### src/rtl/qcnt_pkg.sv
package qcnt_pkg;

   typedef enum logic [1:0] {
      RA_MODE = 2'd0,
      RA_LO   = 2'd1,
      RA_HI   = 2'd2,
      RA_CTL  = 2'd3
   } reg_addr_e;

   typedef enum logic [2:0] {
      EN_SOFT  = 3'd0,
      EN_PIN   = 3'd1,
      EN_IDX   = 3'd2,
      EN_WIN   = 3'd3,
      EN_NRCAP = 3'd4
   } en_src_e;

   typedef struct packed {
      logic       pl_sel;
      logic       latch_hw;
      logic       out_inv;
      logic       out_tog;
      logic       al_ro;
      logic       al_fall;
      logic       al_rise;
      logic       sw_en;
      logic       en_inv;
      logic [2:0] en_src;
      logic       dir_up;
      logic [1:0] clk_sel;
      logic       quad;
   } mode_t;

   localparam int CTL_RST = 15;
   localparam int CTL_LD  = 14;
   localparam int NCAP    = 4;

endpackage

### src/rtl/qcnt_sync.sv
module qcnt_sync #(
   parameter int W      = 4,
   parameter int STAGES = 2
) (
   input  logic         clk,
   input  logic         rst_n,
   input  logic [W-1:0] d,
   output logic [W-1:0] q
);
   logic [W-1:0] st [STAGES];

   for (genvar i = 0; i < STAGES; i++) begin : g_st
      if (i == 0) begin : g_first
         always_ff @(posedge clk or negedge rst_n)
            if (!rst_n) st[0] <= '0;
            else        st[0] <= d;
      end else begin : g_next
         always_ff @(posedge clk or negedge rst_n)
            if (!rst_n) st[i] <= '0;
            else        st[i] <= st[i-1];
      end
   end

   assign q = st[STAGES-1];
endmodule

### src/rtl/qcnt_decode.sv
module qcnt_decode (
   input  logic       clk,
   input  logic       rst_n,
   input  logic       a,
   input  logic       b,
   input  logic       idx,
   input  logic       quad,
   input  logic [1:0] clk_sel,
   input  logic       dir_up,
   output logic       tick,
   output logic       up,
   output logic       err,
   output logic       idx_rise,
   output logic       idx_fall
);
   logic a_d, b_d, idx_d, div;
   logic a_e, b_e;

   always_ff @(posedge clk or negedge rst_n)
      if (!rst_n) begin
         a_d <= 1'b0; b_d <= 1'b0; idx_d <= 1'b0; div <= 1'b0;
      end else begin
         a_d <= a; b_d <= b; idx_d <= idx; div <= ~div;
      end

   assign a_e      = a ^ a_d;
   assign b_e      = b ^ b_d;
   assign idx_rise = idx & ~idx_d;
   assign idx_fall = ~idx & idx_d;

   always_comb begin
      tick = 1'b0;
      up   = dir_up;
      err  = 1'b0;
      if (quad) begin
         err = a_e & b_e;
         unique case (clk_sel)
            2'd0: begin
               tick = a_e & ~b & ~err;
               up   = a;
            end
            2'd1: begin
               tick = a_e & ~err;
               up   = a ^ b;
            end
            default: begin
               tick = (a_e | b_e) & ~err;
               up   = a_e ? (a ^ b) : ~(a ^ b);
            end
         endcase
      end else begin
         unique case (clk_sel)
            2'd0:    tick = a & ~a_d;
            2'd1:    tick = ~a & a_d;
            2'd2:    tick = 1'b1;
            default: tick = div;
         endcase
      end
   end
endmodule

### src/rtl/qcnt_core.sv
module qcnt_core #(
   parameter int CW = 24
) (
   input  logic          clk,
   input  logic          rst_n,
   input  logic          tick_en,
   input  logic          up,
   input  logic          ld_rst,
   input  logic          ld_sw,
   input  logic          trig_ext,
   input  logic          al_ro,
   input  logic [CW-1:0] pr0,
   input  logic [CW-1:0] pr1,
   output logic [CW-1:0] count,
   output logic          tog,
   output logic          ro
);
   logic tog_n, trig;

   assign ro    = tick_en & (up ? (&count) : ~(|count));
   assign trig  = trig_ext | (al_ro & ro);
   assign tog_n = ld_rst ? 1'b0 : (tog ^ ro);

   always_ff @(posedge clk or negedge rst_n)
      if (!rst_n) begin
         count <= '0;
         tog   <= 1'b0;
      end else begin
         tog <= tog_n;
         if (ld_rst)       count <= '0;
         else if (ld_sw)   count <= pr0;
         else if (trig)    count <= tog_n ? pr1 : pr0;
         else if (tick_en) count <= up ? count + 1'b1 : count - 1'b1;
      end
endmodule

### src/rtl/qcnt_chan.sv
module qcnt_chan
   import qcnt_pkg::*;
#(
   parameter int CW          = 24,
   parameter int HW          = 16,
   parameter int SYNC_STAGES = 2
) (
   input  logic          clk,
   input  logic          rst_n,
   input  logic          wr_en,
   input  logic          rd_en,
   input  logic [1:0]    addr,
   input  logic [HW-1:0] wdata,
   output logic [HW-1:0] rdata,
   input  logic          enc_a,
   input  logic          enc_b,
   input  logic          enc_idx,
   input  logic          ext_ce,
   input  logic          tmr_expire,
   output logic          cnt_out
);
   localparam int SW = CW - HW;
   localparam int ZW = HW - SW;

   if (CW <= HW || CW > 2*HW) begin : g_bad_width
      $error("qcnt_chan: CW must lie in (HW, 2*HW]");
   end
   if (SYNC_STAGES < 2) begin : g_bad_sync
      $error("qcnt_chan: at least two synchroniser stages required");
   end
   if (HW < 8) begin : g_bad_hw
      $error("qcnt_chan: HW too narrow for status word");
   end

   mode_t          mode_q;
   logic [SW-1:0]  stage_q;
   logic [CW-1:0]  pr [2];
   logic [CW-1:0]  snap, count;
   logic [NCAP-1:0] caps;
   logic           win, tog, ro;
   logic           a_s, b_s, idx_s, ce_s;
   logic           tick, up, q_err, idx_rise, idx_fall;
   logic           en_raw, en, hw_ev, trig_ext;
   logic           wr_mode, wr_lo, wr_hi, wr_ctl, rd_lo;

   assign wr_mode = wr_en && addr == RA_MODE;
   assign wr_lo   = wr_en && addr == RA_LO;
   assign wr_hi   = wr_en && addr == RA_HI;
   assign wr_ctl  = wr_en && addr == RA_CTL;
   assign rd_lo   = rd_en && addr == RA_LO;

   qcnt_sync #(.W(4), .STAGES(SYNC_STAGES)) u_sync (
      .clk(clk), .rst_n(rst_n),
      .d({enc_a, enc_b, enc_idx, ext_ce}),
      .q({a_s, b_s, idx_s, ce_s})
   );

   qcnt_decode u_dec (
      .clk(clk), .rst_n(rst_n), .a(a_s), .b(b_s), .idx(idx_s),
      .quad(mode_q.quad), .clk_sel(mode_q.clk_sel), .dir_up(mode_q.dir_up),
      .tick(tick), .up(up), .err(q_err),
      .idx_rise(idx_rise), .idx_fall(idx_fall)
   );

   always_comb begin
      unique case (en_src_e'(mode_q.en_src))
         EN_SOFT:  en_raw = mode_q.sw_en;
         EN_PIN:   en_raw = ce_s;
         EN_IDX:   en_raw = idx_s;
         EN_WIN:   en_raw = win;
         EN_NRCAP: en_raw = ~caps[0];
         default:  en_raw = 1'b0;
      endcase
   end
   assign en       = en_raw ^ mode_q.en_inv;
   assign trig_ext = (mode_q.al_rise & idx_rise) | (mode_q.al_fall & idx_fall);
   assign hw_ev    = idx_rise | idx_fall | tmr_expire;

   qcnt_core #(.CW(CW)) u_core (
      .clk(clk), .rst_n(rst_n),
      .tick_en(tick & en), .up(up),
      .ld_rst(wr_ctl & wdata[CTL_RST]), .ld_sw(wr_ctl & wdata[CTL_LD]),
      .trig_ext(trig_ext), .al_ro(mode_q.al_ro),
      .pr0(pr[0]), .pr1(pr[1]),
      .count(count), .tog(tog), .ro(ro)
   );

   always_ff @(posedge clk or negedge rst_n)
      if (!rst_n) begin
         mode_q  <= '0;
         stage_q <= '0;
         caps    <= '0;
         win     <= 1'b0;
      end else begin
         if (wr_mode) mode_q  <= mode_t'(wdata);
         if (wr_hi)   stage_q <= wdata[SW-1:0];
         caps <= (caps & ~(wr_ctl ? wdata[NCAP-1:0] : '0))
               | {q_err, idx_fall, idx_rise, ro};
         if (idx_rise)      win <= 1'b1;
         else if (idx_fall) win <= 1'b0;
      end

   for (genvar k = 0; k < 2; k++) begin : g_pr
      always_ff @(posedge clk or negedge rst_n)
         if (!rst_n)                        pr[k] <= '0;
         else if (wr_lo && mode_q.pl_sel == k[0]) pr[k] <= {stage_q, wdata};
   end

   always_ff @(posedge clk or negedge rst_n)
      if (!rst_n) snap <= '0;
      else if (mode_q.latch_hw ? hw_ev : rd_lo) snap <= count;

   always_ff @(posedge clk or negedge rst_n)
      if (!rst_n) rdata <= '0;
      else if (rd_en) begin
         unique case (reg_addr_e'(addr))
            RA_MODE: rdata <= HW'(mode_q);
            RA_LO:   rdata <= mode_q.latch_hw ? snap[HW-1:0] : count[HW-1:0];
            RA_HI:   rdata <= {{ZW{1'b0}}, snap[CW-1:HW]};
            default: rdata <= {{(HW-NCAP-1){1'b0}}, tog, caps};
         endcase
      end

   assign cnt_out = (mode_q.out_tog ? tog : caps[0]) ^ mode_q.out_inv;
endmodule

### config.mk
export PLATFORM = sky130hd
export DESIGN_NAME = qcnt_chan
export DESIGN_NICKNAME = d
export VERILOG_FILES = /design/src/rtl/qcnt_pkg.sv /design/src/rtl/qcnt_sync.sv /design/src/rtl/qcnt_decode.sv /design/src/rtl/qcnt_core.sv /design/src/rtl/qcnt_chan.sv
export SDC_FILE = /design/constraint.sdc
export NUM_CORES = 1
export LEC_CHECK = 0
export ABC_AREA = 1
export BUFFER_PORTS_ARGS = -buffer_cell sky130_fd_sc_hd__buf_2
export CORE_ASPECT_RATIO = 0.75
export CORE_MARGIN = 1.5
export CORE_UTILIZATION = 41
export CTS_CLUSTER_SIZE = 30
export DETAILED_ROUTE_END_ITERATION = 12
export PLACE_DENSITY = 0.63
export SLEW_MARGIN = 30
export SYNTH_ARGS = -nofsm -noshare
export SYNTH_HDL_FRONTEND = slang
export SYNTH_SLANG_ARGS = --single-unit
### constraint.sdc
create_clock -name clk -period 3.23 [get_ports clk]
set_input_delay 0.323 -clock clk [delete_from_list [all_inputs] [get_ports clk]]
set_output_delay 0.323 -clock clk [all_outputs]
set_load 0.05 [all_outputs]
; ---- Word-level counts from Yosys, hierarchy flattened
; Index checks and enable logic that the tools add are counted.
[totals]
out_inout_bits = 17
ramBits = 0
latch_bits = 0
romBits = 0
n_memories = 0
register_bits = 154
[op_classes]
mux = 23
div_mod_pow = 0
n_bitwise = 41
n_lt_le_gt_ge = 0
n_shift = 0
n_eq_ne = 9
multipliers = 0
n_addsub = 2
n_reduce_logical = 14
[op_table]
columns = cell, n
row1 = two-way mux 24 bit, 6
row2 = one-hot mux 16 bit (3 select lines), 1
row3 = "adder 24 x 1 -> 24 bit, second input constant", 1
row4 = AND reduction 24 bit, 1
row5 = OR reduction 24 bit, 1
row6 = "subtractor 24 x 1 -> 24 bit, second input constant", 1
row7 = bitwise AND 1 bit, 16
row8 = two-way mux 16 bit, 1
row9 = NOT 1 bit, 11
row10 = two-way mux 1 bit, 10
row11 = logical AND 1 bit, 7
row12 = "== test 2 bit, second input constant", 3
row13 = "== test 3 x 2 -> 1 bit, second input constant", 2
row14 = XOR 1 bit, 6
row15 = OR 1 bit, 5
row16 = one-hot mux 1 bit (5 select lines), 1
row17 = bitwise AND 4 bit, 1
row18 = "== test 2 x 1 -> 1 bit, second input constant", 2
row19 = zero test 2 bit, 2
row20 = two-way mux 4 bit, 1
row21 = NOT 4 bit, 1
row22 = OR 4 bit, 1
row23 = one-hot mux 1 bit (2 select lines), 2
row24 = nonzero test 4 bit, 1
row25 = 5 further kinds, 5

; ---- Longest topological paths before layout
; Gate-level depths: netlist of the first run.
[logic_depth]
depth_word = 14
depth_mapped = 26
ltp_nobuf = 26

; ---- Modules after synthesis
; A second synthesis of the first run with hierarchy kept.
[hier_totals]
hier_cells = 1241
area_unflattened_um2 = 8881.0
[by_module_without_submodules]
columns = module, area_per_inst_um2, n_inst, cells_per_inst, seq_area_each_um2
row1 = qcnt_chan, 4892.2, 1, 561, 2927.8
row2 = qcnt_core, 3463.3, 1, 621, 625.6
row3 = qcnt_decode, 295.3, 1, 47, 100.1
row4 = qcnt_sync, 230.2, 1, 12, 200.2

; ---- Worst setup path after synthesis of the first run
; No wires, ideal clock.
[synth_timing]
path_type = register to register
from = register u_sync.st, in the netlist u_sync.q[3]
to = register u_core.count[23]
n_path_buf = 2
period_less_slack_ns = 2.787
slack_ns = 0.443
arrival_ns = 2.671
path_stages_with_launch = 23
setup_time_ns = 0.117
cell_sequence = dfrtp_1 > inv_2 > ha_1 > inv_1 > nand3_1 > nand2_1 > nand2_2 > nand2_4 > nand2_8 > buf_4 > buf_4 > ha_1 > nand2_1 > nor3_1 > nand2_1 > nor2_1 > nand2_1 > nand3_1 > nand3_1 > nand2_1 > nand2_1 > nand2_1 > nand2_1
[synth_between]
elab_chain_cells = 14
[synth_rtl]
columns = element, line_no
row1 = from (decl), qcnt_sync.sv:10  ; logic [W-1:0] st [STAGES];
row2 = "from (signal, indexed assignment)", qcnt_sync.sv:20  ; else st[i] <= st[i-1];
row3 = XOR 1 bit, qcnt_decode.sv:26  ; assign a_e = a ^ a_d;
row4 = bitwise AND 1 bit, qcnt_decode.sv:36  ; err = a_e & b_e;
row5 = NOT 1 bit, "qcnt_decode.sv:39, qcnt_decode.sv:43, qcnt_decode.sv:47"
row6 = "bitwise AND 1 bit, on equally long branches", "qcnt_decode.sv:47, qcnt_decode.sv:39, qcnt_decode.sv:43"
row7 = one-hot mux 1 bit (2 select lines), qcnt_decode.sv:37  ; unique case (clk_sel)
row8 = two-way mux 1 bit, qcnt_decode.sv:35  ; if (quad) begin
row9 = bitwise AND 1 bit, qcnt_chan.sv:81  ; .tick_en(tick & en), .up(up),
row10 = bitwise AND 1 bit, qcnt_core.sv:20  ; assign ro = tick_en & (up ? (&count) : ~(|count));
row11 = XOR 1 bit, qcnt_core.sv:22  ; assign tog_n = ld_rst ? 1'b0 : (tog ^ ro);
row12 = two-way mux 1 bit, qcnt_core.sv:22
row13 = two-way mux 24 bit (2 in a row), qcnt_core.sv:32  ; else if (trig) count <= tog_n ? pr1 : pr0;
row14 = two-way mux 24 bit, qcnt_core.sv:31  ; else if (ld_sw) count <= pr0;
row15 = two-way mux 24 bit, qcnt_core.sv:30  ; if (ld_rst) count <= '0;
row16 = to (signal assigned), qcnt_core.sv:31
row17 = to (signal assigned), qcnt_core.sv:32
row18 = to (signal assigned), qcnt_core.sv:33  ; else if (tick_en) count <= up ? count + 1'b1 : count - 1'b1;
row19 = to (decl), qcnt_core.sv:14  ; output logic [CW-1:0] count,
; Parallel ways exist; a longest one is shown, timed or not. The select of a mux whose other input is x is not followed.
; A chain may end at the register's enable or synchronous reset.

; ---- Final worst setup path of the first run
[layout_timing]
from = register u_sync.st, in the netlist u_sync.q[3]
to = register u_core.count[11]
; Same word-level chain as after synthesis.

==> results.json, run 1 <==
{
  "cts_buffer_depth": 2,
  "yosys_warnings": 0,
  "finalHoldViolCount": 0,
  "status": "finished, final reports clean",
  "rr_worst_depth": 22,
  "core_area_sq_um": 22230,
  "grt_pass1_wl_um": 46440,
  "synth_seq_cells": 154,
  "drv_slew": 0,
  "required_ns": 3.54,
  "endpoint_kind": "flip-flop",
  "slew_headroom_pct": 46.05,
  "cts_tree": "yes",
  "r2r-end": "u_core.count[11]",
  "setup_tns_ns": 0,
  "rsz0062_at_grt": "no",
  "dpl_worst_slack_ns": 0.004414,
  "syn_area_per_cell_sq_um": 7.434,
  "ys_seq_area_share_pct": 41.11,
  "start_util_pct": 42.17,
  "cts_max_level": 4,
  "drtIter0Drc": 1078,
  "rr_startpoint": "u_sync.q[3]",
  "die-area_sq_um": 23790,
  "io_pins": 44,
  "die_h_um": 134.0,
  "area_growth_pct": 12.48,
  "overflow": 0,
  "synth_area_leaders": "dfrtp_1 (41%), nand2_1 (14%), o21ai_0 (7.4%)",
  "synth_cell_type_count": 45,
  "intPower_mw": 5.226,
  "port-buffer-count": 43,
  "detailed_place_hpwl_um": 22340,
  "synth_top_area_share_pct": 41.11,
  "clock.fmax_mhz": 329.7,
  "cts_buffers": 17,
  "path_class": "flip-flop to flip-flop",
  "drc_errors": 0,
  "clkSinkCount": 154,
  "cts.reportedPaths.clkPinSlew_ns": 0.06,
  "reg2reg_slack_ns": 0.20,
  "synth_ff_type": "dfrtp_1",
  "min_period_ns": 3.033,
  "gp_congestion": 1.023,
  "irDropWorstVdd_v": 0.0005220,
  "via_per_inst": 5.403,
  "nets": 1328,
  "switching_share_pct": 48.11,
  "wl_per_cell_um": 18.79,
  "power.switching_mw": 4.846,
  "critPathLaunchType": "flip-flop",
  "crit_fanout": 11,
  "drt_wl_total_um": 29990,
  "antennaDiodeCount": 0,
  "layout_setup_ws_ns": 0.1970,
  "yosysTopAreaCell": "dfrtp_1",
  "setup_viol": 0,
  "period_share_pct": 93.90,
  "yosysMostFrequentCell": "nand2_1",
  "maxCapViolations": 0,
  "cp.arrival_ns": 3.34,
  "synth_nets": 1295,
  "async_flop_share_pct": 100.0,
  "drtPass1Iterations": 7,
  "place_area_sq_um": 9864,
  "skew_ns": 0.01086,
  "drive_above_1_share_pct": 16.21,
  "die_w_um": 177.6,
  "syn_area_sq_um": 9374,
  "power_frac_seq_pct": 30.8,
  "clk_latency_ns": 0.43,
  "root_buffer": "clkbuf_16",
  "hold_end": "mode_q[9]",
  "synth_edf_count": 0,
  "vias": 8623,
  "final_area_sq_um": 10540,
  "hp-class": "input port to flip-flop",
  "antenna_found_initial": 0,
  "grt_pass1_vias": 7871,
  "grtUsageTotal_pct": 26.02,
  "power_density_nw_per_um2": 955.3,
  "min_path_cells": 3,
  "ant_nets": 0,
  "netlist_instances": 1261,
  "cellLeakagePower_nw": 5.202,
  "grt_max_degree": 82,
  "yosys-top-cells-count": "nand2_1 (344), dfrtp_1 (154), o21ai_0 (139)",
  "rows": 47,
  "combPwrFrac_pct": 50.2,
  "min_from": "wdata[9]",
  "worst_pin_slew_ns": 0.8092,
  "pwr-share-clk_pct": 19.0
}
[per-layer routing]
layer | global-route usage, % | wire length [um]
met3 | 7.681 | 3348
met1 | 41.69 | 14740
met4 | 7.236 | 654
met5 | 0 | 0
met2 | 32.70 | 11250
[critical path: stages (launching register included)]
cell and delay (ns):
dfrtp_2 0.38, inv_2 0.05, ha_1 0.32, inv_1 0.09, nand3_1 0.09, nand2_1 0.09, nand2_2 0.09, nand2_8 0.13
buf_4 0.20, buf_4 0.14, nand3_1 0.07, nand2_2 0.16, nor2_4 0.06, nand2_1 0.07, nand2_2 0.13, nand2_2 0.15
nand2_4 0.08, nand2_1 0.11, nand3_1 0.07, nand3_1 0.16, nand3_1 0.08, nand2_1 0.12, o21ai_1 0.07
[cell families (layout without fill, tap and decap cells)]
family / Yosys count / in the layout / synth area share [%]
and+or+nand+nor: 612 / 613 / 30.83
AOI/OAI and AO/OA: 260 / 260 / 15.56
buffers and inverters: 210 / 250 / 9.584
DFF: 154 / 154 / 41.11
muxes: 11 / 11 / 1.321
adders and majority gates: 7 / 7 / 0.9343
xor gates and xnor gates: 7 / 7 / 0.6540
[power groups by stage]
stage                     sequential [mW]  clock (mW)  combinational, mW
after floorplan                      2.97           0               3.49
after global placement               3.10           0               4.82
after detailed placement             3.10           0               4.82
after CTS                            3.08        1.94               4.86
after global routing                 3.16        2.01               5.54
final                                3.11        1.91               5.05
[sequential cells by signal, indices dropped and copies added, names as in the netlist]
name          cells
pr               48
snap             24
u_core.count     24
mode_q           16
rdata            16
stage_q           8
caps              4
u_sync.q          4
u_sync.st         4
u_core.tog        1
u_dec.a_d         1
u_dec.b_d         1
u_dec.div         1
u_dec.idx_d       1
win               1
[repair_timing]
item / in CTS / in global routing
setup endpoints to repair: 1 / 24
hold buffers: 5 / 0
hold endpoints to repair: 82 / 0
buffers inserted: 0 / 3
gates resized for setup: 1 / 14
pin swaps: 0 / 1
gates cloned: 0 / 1
[worst max-delay path by stage]
stage                     start          endpoint  slack, ns  cells past startpoint
floorplan           u_sync.q[3]  u_core.count[23]       0.44                     22
global placement    u_sync.q[3]  u_core.count[11]      -0.06                     23
detailed placement  u_sync.q[3]  u_core.count[11]      0.004                     23
CTS                 u_sync.q[3]  u_core.count[11]       0.07                     22
global route        u_sync.q[3]  u_core.count[12]      0.005                     25
finish              u_sync.q[3]  u_core.count[11]       0.20                     22
[cell type report]
type | instances | area, sq um
repair buffers | 82 | 564.3
clock buffers | 19 | 442.9
well taps | 294 | 367.9
multi-input cells | 898 | 4683
fillers | 2237 | 11690
clock inverters | 8 | 98.84
inverters | 141 | 531.8
flip-flops and latches | 154 | 3855
[layout by cell type, fill, tap and decap left out, types with 26 or more instances in the layout]
| cell | instances |
|---|---|
| a21oi_1 | 71 |
| buf_2 | 42 |
| buf_4 | 31 |
| dfrtp_1 | 153 |
| inv_1 | 132 |
| nand2_1 | 337 |
| nand2_2 | 26 |
| nand3_1 | 82 |
| nor2_1 | 79 |
| o21ai_0 | 139 |
[metrics by stage]
step           cells  hold slack (ns)  utilization [%]  power, mW
6_report        1596           0.2089            47.43      10.07
5_1_grt         1596           0.2168            47.43      10.71
4_1_cts         1592           0.1956            47.05      9.872
3_5_place_dp    1560           0.3365            44.38      7.920
3_3_place_gp    1560           0.3325            44.38      7.916
2_1_floorplan   1261          0.02741                -      6.453
(Power assumes the default switching activity.)
==> run 2, diff against run 1 <==
--- a/config.mk
+++ b/config.mk
@@ -12,7 +12,7 @@
 export CORE_UTILIZATION = 41
 export CTS_CLUSTER_SIZE = 30
 export DETAILED_ROUTE_END_ITERATION = 12
-export PLACE_DENSITY = 0.63
+export PLACE_DENSITY = 0.68
 export SLEW_MARGIN = 30
 export SYNTH_ARGS = -nofsm -noshare
 export SYNTH_HDL_FRONTEND = slang
==> run 2 against run 1 <==
Clock skew shrank 0.0021 ns; hold slack lost 0.018 ns; largest power group unchanged; critical path type unchanged; sequential power is essentially flat; global-route usage is essentially flat; first-iteration DRC count shrank 10%.
==> results.json, run 2 (synthesis results as in run 1) <==
{
  "clkSinkCount": 154,
  "regMostFlops": "pr",
  "die_h_um": 134.0,
  "grtUsageTotal_pct": 25.97,
  "detailed_place_hpwl_um": 22470,
  "slew_headroom_pct": 40.73,
  "drtIter0Drc": 967,
  "crit_fanout": 11,
  "wl_per_cell_um": 18.54,
  "setup_tns_ns": 0,
  "clk_latency_ns": 0.43,
  "rr_startpoint": "u_sync.q[3]",
  "largest_register_ffs": 48,
  "fill_cells": 2215,
  "drt_wl_total_um": 29790,
  "die_w_um": 177.6,
  "fin_util_pct": 47.79,
  "cts_tree": "yes",
  "worst_pin_slew_ns": 0.8870,
  "cts_max_level": 4,
  "final_cell_mix": "nand2_1 (338), dfrtp_1 (153), o21ai_0 (138)",
  "dpl_worst_slack_ns": 0.1132,
  "cts_buffer_depth": 2,
  "core_area_sq_um": 22230,
  "dp_cells": 1565,
  "overflow": 0,
  "r2r-end": "u_core.count[18]",
  "via_per_inst": 5.543,
  "fin_hold_ws_ns": 0.1914,
  "cts_buffers": 17,
  "clock.fmax_mhz": 330.2,
  "drc_errors": 0,
  "layout_setup_ws_ns": 0.2017,
  "path_class": "flip-flop to flip-flop",
  "grt_max_degree": 67,
  "vias": 8907,
  "finalPower_mw": 10.20,
  "critPathLaunchType": "flip-flop",
  "irDropWorstVdd_v": 0.0004561,
  "cts.reportedPaths.clkPinSlew_ns": 0.06,
  "maxCapViolations": 0,
  "cp.arrival_ns": 3.35,
  "skew_ns": 0.008718,
  "rows": 47,
  "reg2reg_slack_ns": 0.20,
  "min_path_cells": 3,
  "rr_worst_depth": 21,
  "grt_pass1_wl_um": 46860,
  "gp_congestion": 1.062,
  "drtPass1Iterations": 7,
  "finalHoldViolCount": 0,
  "final_cell_count_no_fill": 1607,
  "reg_top3": "pr x48, snap x24, u_core.count x24",
  "start_util_pct": 42.17,
  "ant_nets": 0,
  "final_area_sq_um": 10620,
  "place_area_sq_um": 9889,
  "port-buffer-count": 43,
  "drv_slew": 0,
  "io_pins": 44,
  "rsz0062_at_grt": "yes",
  "setup_viol": 0,
  "min_from": "wdata[11]",
  "antenna_found_initial": 0,
  "hp-class": "input port to flip-flop",
  "nets": 1335,
  "area_growth_pct": 13.32,
  "grt_pass1_vias": 8237,
  "min_period_ns": 3.028,
  "required_ns": 3.55,
  "drive_above_1_share_pct": 16.98,
  "final_common_cell": "nand2_1",
  "hold_end": "pr[11]",
  "status": "finished, final reports clean",
  "endpoint_kind": "flip-flop",
  "cellLeakagePower_nw": 5.252,
  "period_share_pct": 93.76,
  "die-area_sq_um": 23790,
  "antennaDiodeCount": 0,
  "power_density_nw_per_um2": 960.6,
  "root_buffer": "clkbuf_16"
}
run 2: changes by cell type in the layout (fill, tap and decap cells not counted), sizes merged:
cell | before | now
clkbuf | 19 | 20
clkinvlp | 2 | 3
buf | 77 | 84
inv | 141 | 145
clkinv | 4 | 2
run 2: worst max path at each step:
stage / slack, ns / from / cells after the start / to
floorplan: 0.44 / u_sync.q[3] / 22 / u_core.count[23]
global placement: 0.14 / u_sync.q[3] / 21 / u_core.count[13]
detailed placement: 0.11 / u_sync.q[3] / 21 / u_core.count[13]
CTS: 0.09 / u_sync.q[3] / 21 / u_core.count[13]
global route: -0.02 / u_sync.q[3] / 26 / u_core.count[16]
finish: 0.20 / u_sync.q[3] / 21 / u_core.count[18]
run 2: metal layers:
metal | vias up | GRT usage, % | routed length, um
li1 | 4170 | - | -
met1 | 4238 | 41.01 | 14170
met2 | 455 | 33.94 | 11530
met3 | 44 | 7.710 | 3631
met4 | 0 | 5.882 | 457
met5 | - | 0 | 0
run 2: report_power, final:
part	switching, mW	internal (mW)	leakage (nW)
clock	0.822	1.19	0.282
sequential	0.609	2.51	1.90
combinational	3.46	1.61	3.08
run 2: layout make-up:
| class | instances | area [sq um] | share of cell area [%] |
|---|---|---|---|
| multi-input combinational | 898 | 4673 | 43.99 |
| timing repair buffer | 89 | 604.3 | 5.689 |
| inverter | 141 | 531.8 | 5.006 |
| sequential | 154 | 3855 | 36.29 |
| clock inverter | 11 | 133.9 | 1.260 |
| tap | 294 | 367.9 | 3.463 |
| clock buffer | 20 | 456.7 | 4.299 |
run 2: critical path, cell delays in order, from the launching register on:
cell and delay [ns]:
dfrtp_2 0.41, inv_2 0.07, ha_1 0.31, inv_1 0.06, nand3_1 0.09, nand2_1 0.07
nand2_2 0.08, nand2_4 0.11, buf_4 0.16, buf_4 0.18, nand3_1 0.09, nand2_2 0.11
nor2_2 0.21, nand2_1 0.11, nor2_1 0.18, nand3_1 0.15, nand4_1 0.10, nand3_1 0.15
nand2_1 0.10, nand2_1 0.05, nand2_1 0.08, nand2_1 0.05
run 2: timing repair:
action	CTS	global route
hold endpoints to repair	67	0
hold buffers	5	0
resized for setup	0	17
buffers inserted	0	5
endpoints found under the setup margin	0	22
==> run 3, diff against run 2 <==
--- a/config.mk
+++ b/config.mk
@@ -6,14 +6,13 @@
 export NUM_CORES = 1
 export LEC_CHECK = 0
 export ABC_AREA = 1
-export BUFFER_PORTS_ARGS = -buffer_cell sky130_fd_sc_hd__buf_2
 export CORE_ASPECT_RATIO = 0.75
 export CORE_MARGIN = 1.5
 export CORE_UTILIZATION = 41
 export CTS_CLUSTER_SIZE = 30
 export DETAILED_ROUTE_END_ITERATION = 12
-export PLACE_DENSITY = 0.68
-export SLEW_MARGIN = 30
+export DONT_BUFFER_PORTS = 1
+export PLACE_DENSITY = 0.66
 export SYNTH_ARGS = -nofsm -noshare
 export SYNTH_HDL_FRONTEND = slang
 export SYNTH_SLANG_ARGS = --single-unit
==> run 3 against run 2 <==
The flow now finishes with violations (negative hold slack); highest routed layer is now met5; count of clock-buffer cells in the layout is 1 lower; global-route usage is 0.49 points higher; largest cell class unchanged; critical path type unchanged; cell count is 3.0% lower; register-to-register slack worse by 0.04 ns; fmax is 1.2% lower; utilization is 1.2 points lower; sequential cell count stayed put; clock power is 3% higher; sequential share of layout area is 0.91 points higher.
==> results.json, run 3 (synthesis results as in run 1) <==
{
  "status": "finished with violations",
  "violations": "negative hold slack",
  "overflow": 0,
  "drtPass1Iterations": 5,
  "grtUsageTotal_pct": 26.45,
  "layout_setup_ws_ns": 0.1641,
  "die_w_um": 177.6,
  "min_period_ns": 3.066,
  "port-buffer-count": 0,
  "grt_max_degree": 155,
  "worst-path-stages": 16,
  "critPathMaxStageDelay_ns": 0.56,
  "fin_hold_ws_ns": -0.4164,
  "path_buf_inv": 3,
  "grt_pass1_wl_um": 47170,
  "path_class": "flip-flop to flip-flop",
  "multiInputGateArea_sq_um": 4671,
  "grt_pass1_vias": 7762,
  "start_util_pct": 42.17,
  "cts.reportedPaths.clkPinSlew_ns": 0.07,
  "cts_buffer_depth": 2,
  "irDropWorstVdd_v": 0.0005645,
  "cts_max_level": 4,
  "period_share_pct": 94.92,
  "cp_top_family": "simple AND/OR/NAND/NOR gates",
  "cp-endpoint": "u_core.count[18]",
  "critPathLaunchType": "flip-flop",
  "final_cell_mix": "nand2_1 (339), dfrtp_1 (153), o21ai_0 (138)",
  "r2r-end": "u_core.count[18]",
  "slew_headroom_pct": 29.04,
  "setup_viol": 0,
  "area_growth_pct": 10.56,
  "regArea_sq_um": 3855,
  "wl_per_cell_um": 19.55,
  "io_pins": 44,
  "root_buffer": "clkbuf_16",
  "nets": 1286,
  "crit_path_cell_trace": "inv_1, nand4_1, nor2_1, nand3_1, o21ai_1, nand3_1, nand2_1, nand3_2, inv_2, buf_4, nand2_1, nand3_1, nand2_1, nand2_1, nand2_1, nand2_1",
  "fin_util_pct": 46.62,
  "fill_cells": 2246,
  "drv_slew": 0,
  "cts_buffers": 17,
  "clock.fmax_mhz": 326.2,
  "clkSinkCount": 154,
  "cts_tree": "yes",
  "drtIter0Drc": 1048,
  "clk_latency_ns": 0.43,
  "maxCapViolations": 0,
  "core_area_sq_um": 22230,
  "finalPower_mw": 10.19,
  "die_h_um": 134.0,
  "regMostFlops": "pr",
  "reg2reg_slack_ns": 0.16,
  "final_area_sq_um": 10360,
  "worstSetupStartpoint": "u_core.count[10]",
  "drive_above_1_share_pct": 13.52,
  "hold_buffers": 5,
  "final_common_cell": "nand2_1",
  "hp-class": "input port to async pin",
  "required_ns": 3.60,
  "worst_pin_slew_ns": 1.061,
  "rr_startpoint": "u_core.count[10]",
  "die-area_sq_um": 23790,
  "place_area_sq_um": 9646,
  "detailed_place_hpwl_um": 22820,
  "gp_congestion": 1.013,
  "power_density_nw_per_um2": 983.7,
  "reg_top3": "pr x48, snap x24, u_core.count x24",
  "rows": 47,
  "antenna_found_initial": 1,
  "setup_tns_ns": 0,
  "rr_worst_depth": 16,
  "vias": 8546,
  "cp_common_cell": "nand2_1",
  "ant_nets": 0,
  "finalHoldViolCount": 154,
  "crit_fanout": 24,
  "drt_wl_total_um": 30480,
  "via_per_inst": 5.482,
  "dpl_worst_slack_ns": 0.1345,
  "cellLeakagePower_nw": 5.059,
  "antennaDiodeCount": 0,
  "cp.arrival_ns": 3.43,
  "skew_ns": 0.01067,
  "crit_path_top_delay_cell": "dfrtp_1",
  "largest_register_ffs": 48,
  "drc_errors": 0,
  "endpoint_kind": "flip-flop"
}
[run 3: metal layers]
layer  track usage, %  part of all wire, %
met1            42.29                   49
met3            8.447                   11
met2            33.16                   38
met4            6.676                  1.9
met5                0                 0.11
[run 3: per-stage QoR]
stage          hold slack [ns]  instances
3_3_place_gp           0.03063       1519
2_1_floorplan          0.02741       1261
6_report               -0.4164       1559
5_1_grt                -0.4289       1559
3_5_place_dp           0.03035       1519
4_1_cts                -0.4246       1556
[run 3: cell type report]
cell class                      instances  share of cell area, %
Multi-Input combinational cell        898                  45.07
Inverter                              141                  5.107
Sequential cell                       154                  37.20
Timing Repair Buffer                   40                  3.296
Tap cell                              294                  3.549
Clock inverter                         13                  1.509
Clock buffer                           19                  4.274
[run 3: timing repair]
action,CTS,global route
setup buffers,0,2
hold endpoints to repair,164,154
endpoints found under the setup margin,0,19
gates resized for setup,0,12
[run 3: power by group]
| part | leakage (nW) | switching, mW | internal (mW) |
|---|---|---|---|
| Clock | 0.293 | 0.884 | 1.18 |
| Combinational | 2.87 | 3.27 | 1.57 |
| Sequential | 1.90 | 0.784 | 2.51 |
[run 3: how the worst min path moves through the flow]
stage / end / startpoint / cells after the start
final: rdata[14] / rst_n / 0
after global routing: rdata[9] / rst_n / 0
after CTS: rdata[14] / rst_n / 0
after detailed placement: rdata[14] / rst_n / 0
after global placement: rdata[14] / rst_n / 0
after floorplan: caps[0] / rst_n / 0
[run 3: worst register-to-register path: stages (launching register included)]
cell	delay, ns
dfrtp_1	0.56
inv_1	0.38
nand4_1	0.20
nor2_1	0.17
nand3_1	0.08
o21ai_1	0.28
nand3_1	0.15
nand2_1	0.11
nand3_2	0.17
inv_2	0.34
buf_4	0.19
nand2_1	0.04
nand3_1	0.11
nand2_1	0.07
nand2_1	0.06
nand2_1	0.05
nand2_1	0.06
